**src/rtl/xcvr_pkg.sv**
```systemverilog
package xcvr_pkg;

  typedef enum logic {
    SRC_LIVE   = 1'b0,
    SRC_STORED = 1'b1
  } src_e;

  typedef enum logic [1:0] {
    MODE_ISO   = 2'd0,
    MODE_DRV_A = 2'd1,
    MODE_DRV_B = 2'd2
  } drv_mode_e;

  function automatic drv_mode_e decode_mode(input logic oe_n, input logic dir);
    if (oe_n)     return MODE_ISO;
    else if (dir) return MODE_DRV_B;
    else          return MODE_DRV_A;
  endfunction

endpackage

```
**src/rtl/xcvr_rise_det.sv**
```systemverilog
module xcvr_rise_det (
  input  logic clk_i,
  input  logic rst_ni,
  input  logic lvl_i,
  output logic rise_o
);
  logic prev_q;

  always_ff @(posedge clk_i or negedge rst_ni) begin
    if (!rst_ni) prev_q <= 1'b0;
    else         prev_q <= lvl_i;
  end

  assign rise_o = lvl_i & ~prev_q;
endmodule

```
**src/rtl/xcvr_store_reg.sv**
```systemverilog
module xcvr_store_reg #(
  parameter int unsigned W = 8
) (
  input  logic         clk_i,
  input  logic         rst_ni,
  input  logic         load_i,
  input  logic [W-1:0] d_i,
  output logic [W-1:0] q_o
);
  always_ff @(posedge clk_i or negedge rst_ni) begin
    if (!rst_ni)     q_o <= '0;
    else if (load_i) q_o <= d_i;
  end
endmodule

```
**src/rtl/xcvr_hf_mux.sv**
```systemverilog
module xcvr_hf_mux
  import xcvr_pkg::*;
#(
  parameter int unsigned W = 8
) (
  input  logic         clk_i,
  input  logic         rst_ni,
  input  logic         sel_i,
  input  logic [W-1:0] live_i,
  input  logic [W-1:0] stored_i,
  output logic [W-1:0] y_o
);
  src_e         src_q;
  logic [W-1:0] pick_st;
  logic [W-1:0] pick_lv;

  always_ff @(posedge clk_i or negedge rst_ni) begin
    if (!rst_ni) src_q <= SRC_LIVE;
    else         src_q <= src_e'(sel_i);
  end

  assign pick_st = {W{src_q == SRC_STORED}};
  assign pick_lv = ~pick_st;

  // consensus term keeps equal bits steady across a select flip
  assign y_o = (live_i & pick_lv) | (stored_i & pick_st) | (live_i & stored_i);
endmodule

```
**src/rtl/xcvr_half.sv**
```systemverilog
module xcvr_half
  import xcvr_pkg::*;
#(
  parameter int unsigned W = 8
) (
  input  logic         clk_i,
  input  logic         rst_ni,
  input  logic         oe_ni,
  input  logic         dir_i,
  input  logic         sel_ab_i,
  input  logic         sel_ba_i,
  input  logic         store_ab_i,
  input  logic         store_ba_i,
  input  logic [W-1:0] a_i,
  input  logic [W-1:0] b_i,
  output logic [W-1:0] a_o,
  output logic         a_oe_o,
  output logic [W-1:0] b_o,
  output logic         b_oe_o
);
  logic         ld_ab, ld_ba;
  logic [W-1:0] fwd_q, rev_q;
  logic [W-1:0] to_b, to_a;
  drv_mode_e    mode;

  xcvr_rise_det u_det_ab (.clk_i, .rst_ni, .lvl_i(store_ab_i), .rise_o(ld_ab));
  xcvr_rise_det u_det_ba (.clk_i, .rst_ni, .lvl_i(store_ba_i), .rise_o(ld_ba));

  xcvr_store_reg #(.W(W)) u_fwd (
    .clk_i, .rst_ni, .load_i(ld_ab), .d_i(a_i), .q_o(fwd_q)
  );
  xcvr_store_reg #(.W(W)) u_rev (
    .clk_i, .rst_ni, .load_i(ld_ba), .d_i(b_i), .q_o(rev_q)
  );

  xcvr_hf_mux #(.W(W)) u_mux_b (
    .clk_i, .rst_ni, .sel_i(sel_ab_i), .live_i(a_i), .stored_i(fwd_q), .y_o(to_b)
  );
  xcvr_hf_mux #(.W(W)) u_mux_a (
    .clk_i, .rst_ni, .sel_i(sel_ba_i), .live_i(b_i), .stored_i(rev_q), .y_o(to_a)
  );

  assign mode   = decode_mode(oe_ni, dir_i);
  assign a_oe_o = (mode == MODE_DRV_A);
  assign b_oe_o = (mode == MODE_DRV_B);
  assign a_o    = a_oe_o ? to_a : '0;
  assign b_o    = b_oe_o ? to_b : '0;
endmodule

```
**src/rtl/reg_bus_xcvr.sv**
```systemverilog
module reg_bus_xcvr #(
  parameter int unsigned NUM_HALVES = 2,
  parameter int unsigned HALF_W     = 8,
  localparam int unsigned BUS_W     = NUM_HALVES * HALF_W
) (
  input  logic                  clk_i,
  input  logic                  rst_ni,
  input  logic [NUM_HALVES-1:0] oe_ni,
  input  logic [NUM_HALVES-1:0] dir_i,
  input  logic [NUM_HALVES-1:0] sel_ab_i,
  input  logic [NUM_HALVES-1:0] sel_ba_i,
  input  logic [NUM_HALVES-1:0] store_ab_i,
  input  logic [NUM_HALVES-1:0] store_ba_i,
  input  logic [BUS_W-1:0]      a_i,
  input  logic [BUS_W-1:0]      b_i,
  output logic [BUS_W-1:0]      a_o,
  output logic [NUM_HALVES-1:0] a_oe_o,
  output logic [BUS_W-1:0]      b_o,
  output logic [NUM_HALVES-1:0] b_oe_o
);
  for (genvar h = 0; h < NUM_HALVES; h++) begin : g_half
    xcvr_half #(.W(HALF_W)) u_half (
      .clk_i,
      .rst_ni,
      .oe_ni     (oe_ni[h]),
      .dir_i     (dir_i[h]),
      .sel_ab_i  (sel_ab_i[h]),
      .sel_ba_i  (sel_ba_i[h]),
      .store_ab_i(store_ab_i[h]),
      .store_ba_i(store_ba_i[h]),
      .a_i       (a_i[h*HALF_W +: HALF_W]),
      .b_i       (b_i[h*HALF_W +: HALF_W]),
      .a_o       (a_o[h*HALF_W +: HALF_W]),
      .a_oe_o    (a_oe_o[h]),
      .b_o       (b_o[h*HALF_W +: HALF_W]),
      .b_oe_o    (b_oe_o[h])
    );
  end
endmodule

```
**config.mk**
```make
export PLATFORM = sky130hd
export DESIGN_NAME = reg_bus_xcvr
export DESIGN_NICKNAME = d
export VERILOG_FILES = /design/src/rtl/xcvr_pkg.sv /design/src/rtl/xcvr_rise_det.sv /design/src/rtl/xcvr_store_reg.sv /design/src/rtl/xcvr_hf_mux.sv /design/src/rtl/xcvr_half.sv /design/src/rtl/reg_bus_xcvr.sv
export SDC_FILE = /design/constraint.sdc
export NUM_CORES = 1
export LEC_CHECK = 0
export BUFFER_PORTS_ARGS = -buffer_cell sky130_fd_sc_hd__buf_2
export CORE_MARGIN = 2
export CORE_UTILIZATION = 52
export CTS_CLUSTER_DIAMETER = 60
export DETAILED_ROUTE_END_ITERATION = 7
export PLACE_DENSITY = 0.84
export RECOVER_POWER = 100
export SKIP_CTS_REPAIR_TIMING = 1
export SYNTH_ARGS = -nofsm -noshare
export SYNTH_HDL_FRONTEND = slang
export SYNTH_SLANG_ARGS = --single-unit
```
**constraint.sdc**
```tcl
create_clock -name clk_i -period 3.25 [get_ports clk_i]
set_clock_uncertainty 0.15 [all_clocks]
set_input_delay 0.325 -clock clk_i [delete_from_list [all_inputs] [get_ports clk_i]]
set_output_delay 0.325 -clock clk_i [all_outputs]
set_load 0.05 [all_outputs]
```
==> results.yml <==
global_route:
  grt_pass1_vias: 1344
  grt_start_max_net_pins: 41
  grt_pass1_wl_um: 5850
  gr-total-overflow: 0
  antenna_found_initial: 0
  grt_usage_pct: 17.4
final_layout:
  fillers: 367
  syn2layout_area_growth_pct: 14.2
  ff_latch_area_um2: 1000
  num_antenna_cells: 0
  final_cell_mix: "41 x clkbuf_1, 40 x dfrtp_1, 40 x buf_2, 32 x mux2i_1, 32 x nor2_1"
  multi_input_comb_area_um2: 866
  nets: 286
  layout-drive-gt1-share_pct: 22.8
  layout_commonest_cell: "clkbuf_1"
placement:
  port_buffers: 81
  place.gp.congestion: 0.733
  dp_hpwl_um: 2900
yosys:
  ys_types: 13
  synthesis.nets: 210
  yosys_warnings: 0
  yosysSeqAreaShare_pct: 47.0
  ys_ff_latch: 40
  syn-cell-area_um2: 2130
  netlist_instances: 164
  synth_area_per_cell_um2: 13.0
setup_path:
  rr_startpoint: "g_half[1].u_half.u_det_ba.prev_q"
  crit_fanout: 8
  critPathLaunch: "g_half[1].u_half.u_mux_b.src_q"
  slowest_delay_ns: 0.60
  reg2reg_to: "g_half[1].u_half.u_rev.q_o[3]"
  cp.required_ns: 2.77
  rrSetupSlack_ns: 1.63
  end_kind: "primary output"
  worstPathCellList: "mux2i_1, nor2_1, clkbuf_1"
  path_class: "reg2out"
  arrival_ns: 1.64
  startpoint_type: "flip-flop"
  slowest_stage: "dfrtp_1"
  rr_worst_depth: 2
hold_path:
  whs_path_depth: 1
  min_to: "g_half[1].u_half.u_det_ab.prev_q"
  hold_path.class: "in2reg"
  hold_path_startpoint: "store_ab_i[1]"
sta:
  setup_viol: 0
  relSlewSlack_pct: -33.6
  hold_viol: 0
  fmax_ghz: 0.473
  period_share_pct: 65.0
  maxSlewViolCount: 41
  period_needed_ns: 2.11
  worst_pin_slew_ns: 2.00
  rsz0062_at_grt: "no"
  fin_tns_setup_ns: 0
clock_tree:
  worstSkewPairLatency_ns: 0.28
  cts_buffers: 5
  clock-sinks: 40
  tritoncts: "yes"
  clock_path_buffers: 2
  htree_levels: 2
  path_clk_slew_ns: 0.07
  cts_root_buf: "clkbuf_8"
detailed_routing:
  wl_per_cell_um: 13.2
  ant_nets: 0
  wl_um: 3840
  drt_pass1_iterations: 5
  vias: 1417
  drt_iter0_markers: 40
  viasPerCell: 4.87
  drc: 0
die:
  dieArea_um2: 4620
  initial_core_util_pct: 53.6
  chipWidth_um: 68.0
  fp-row-count: 23
  die-height_um: 68.0
  pin_count: 82
  core_area_um2: 3970
job:
  maxCapViolations: 1
power_and_ir_drop:
  p_per_area_nw_per_um2: 496
  vdd_drop_max_v: 0.000276
  power_w: 0.00121
  leakage_nw: 1.18
status:
  status: "finished, violations left"
  violations: "capacitance limit, slew limit"
## synth_stat cells, drive strengths merged
cell type,number,share of area (%)
clkbuf,2,0.35
nor2,32,5.6
dfrtp,40,47
or2,2,0.59
nand2b,5,2.5
inv,4,0.70
mux2,32,23
nor2b,1,0.65
mux2i,32,15
buf,14,4.9
## critical path: cells and delay by family (launching register included)
family	cells	cell delay [ns]
buffers and inverters	1	0.49
muxes	1	0.14
and+or+nand+nor	1	0.12
DFF	1	0.60
## power breakdown
part | internal, W | leakage [nW] | switching [W]
combinational | 0.000106 | 0.664 | 0.000170
clock | 0.000169 | 0.0510 | 0.000160
sequential | 0.000561 | 0.468 | 0.0000410
total | 0.000836 | 1.18 | 0.000371
## worst max-delay path by stage
stage	end	slack (ns)	depth (start not counted)
finish	b_o[14]	1.14	3
global placement	b_o[10]	1.62	4
detailed placement	a_o[0]	1.58	4
floorplan	a_o[0]	1.42	3
global route	g_half[0].u_half.u_fwd.q_o[4]	0.86	1
CTS	b_o[14]	1.34	3
## area by class of cell
class	count	area share, %
well taps	50	2.57
multi-input cells	104	35.6
repair buffers	85	16.2
inverters	4	0.618
clock inverters	2	0.412
flip-flops and latches	40	41.2
clock buffers	6	3.40
## metal layers
layer	wire length (µm)	share of wire, %	track usage (%)	up-vias
li1	-	-	-	698
met1	1610	42	19.9	667
met2	1940	51	30.0	47
met3	235	6.1	5.76	5
met4	44	1.1	7.00	0
met5	0	0	0	-
## cells by family after synthesis
group | synth area share (%)
DFF | 47.0
and+or+nand+nor | 9.40
buffers and inverters | 5.99
muxes | 37.6
## per-stage QoR
step	worst slack, ns	utilization [%]	hold slack, ns	cell area, µm²	instances
final	1.14	61.2	0.0132	2430	291
after global routing	0.857	61.2	-0.00770	2430	291
after CTS	1.34	64.9	-0.0213	2580	287
after detailed placement	1.58	62.6	0.284	2480	279
after global placement	1.62	62.6	0.283	2480	279
after floorplan	1.42	-	-0.121	2130	164
## sequential cells by signal, indices dropped and copies added (netlist names)
register                       cells
g_half.u_half.u_det_ab.prev_q      2
g_half.u_half.u_mux_a.src_q        2
g_half.u_half.u_mux_b.src_q        2
g_half.u_half.u_rev.q_o           16
g_half.u_half.u_fwd.q_o           16
g_half.u_half.u_det_ba.prev_q      2
(Power assumes the default switching activity.)
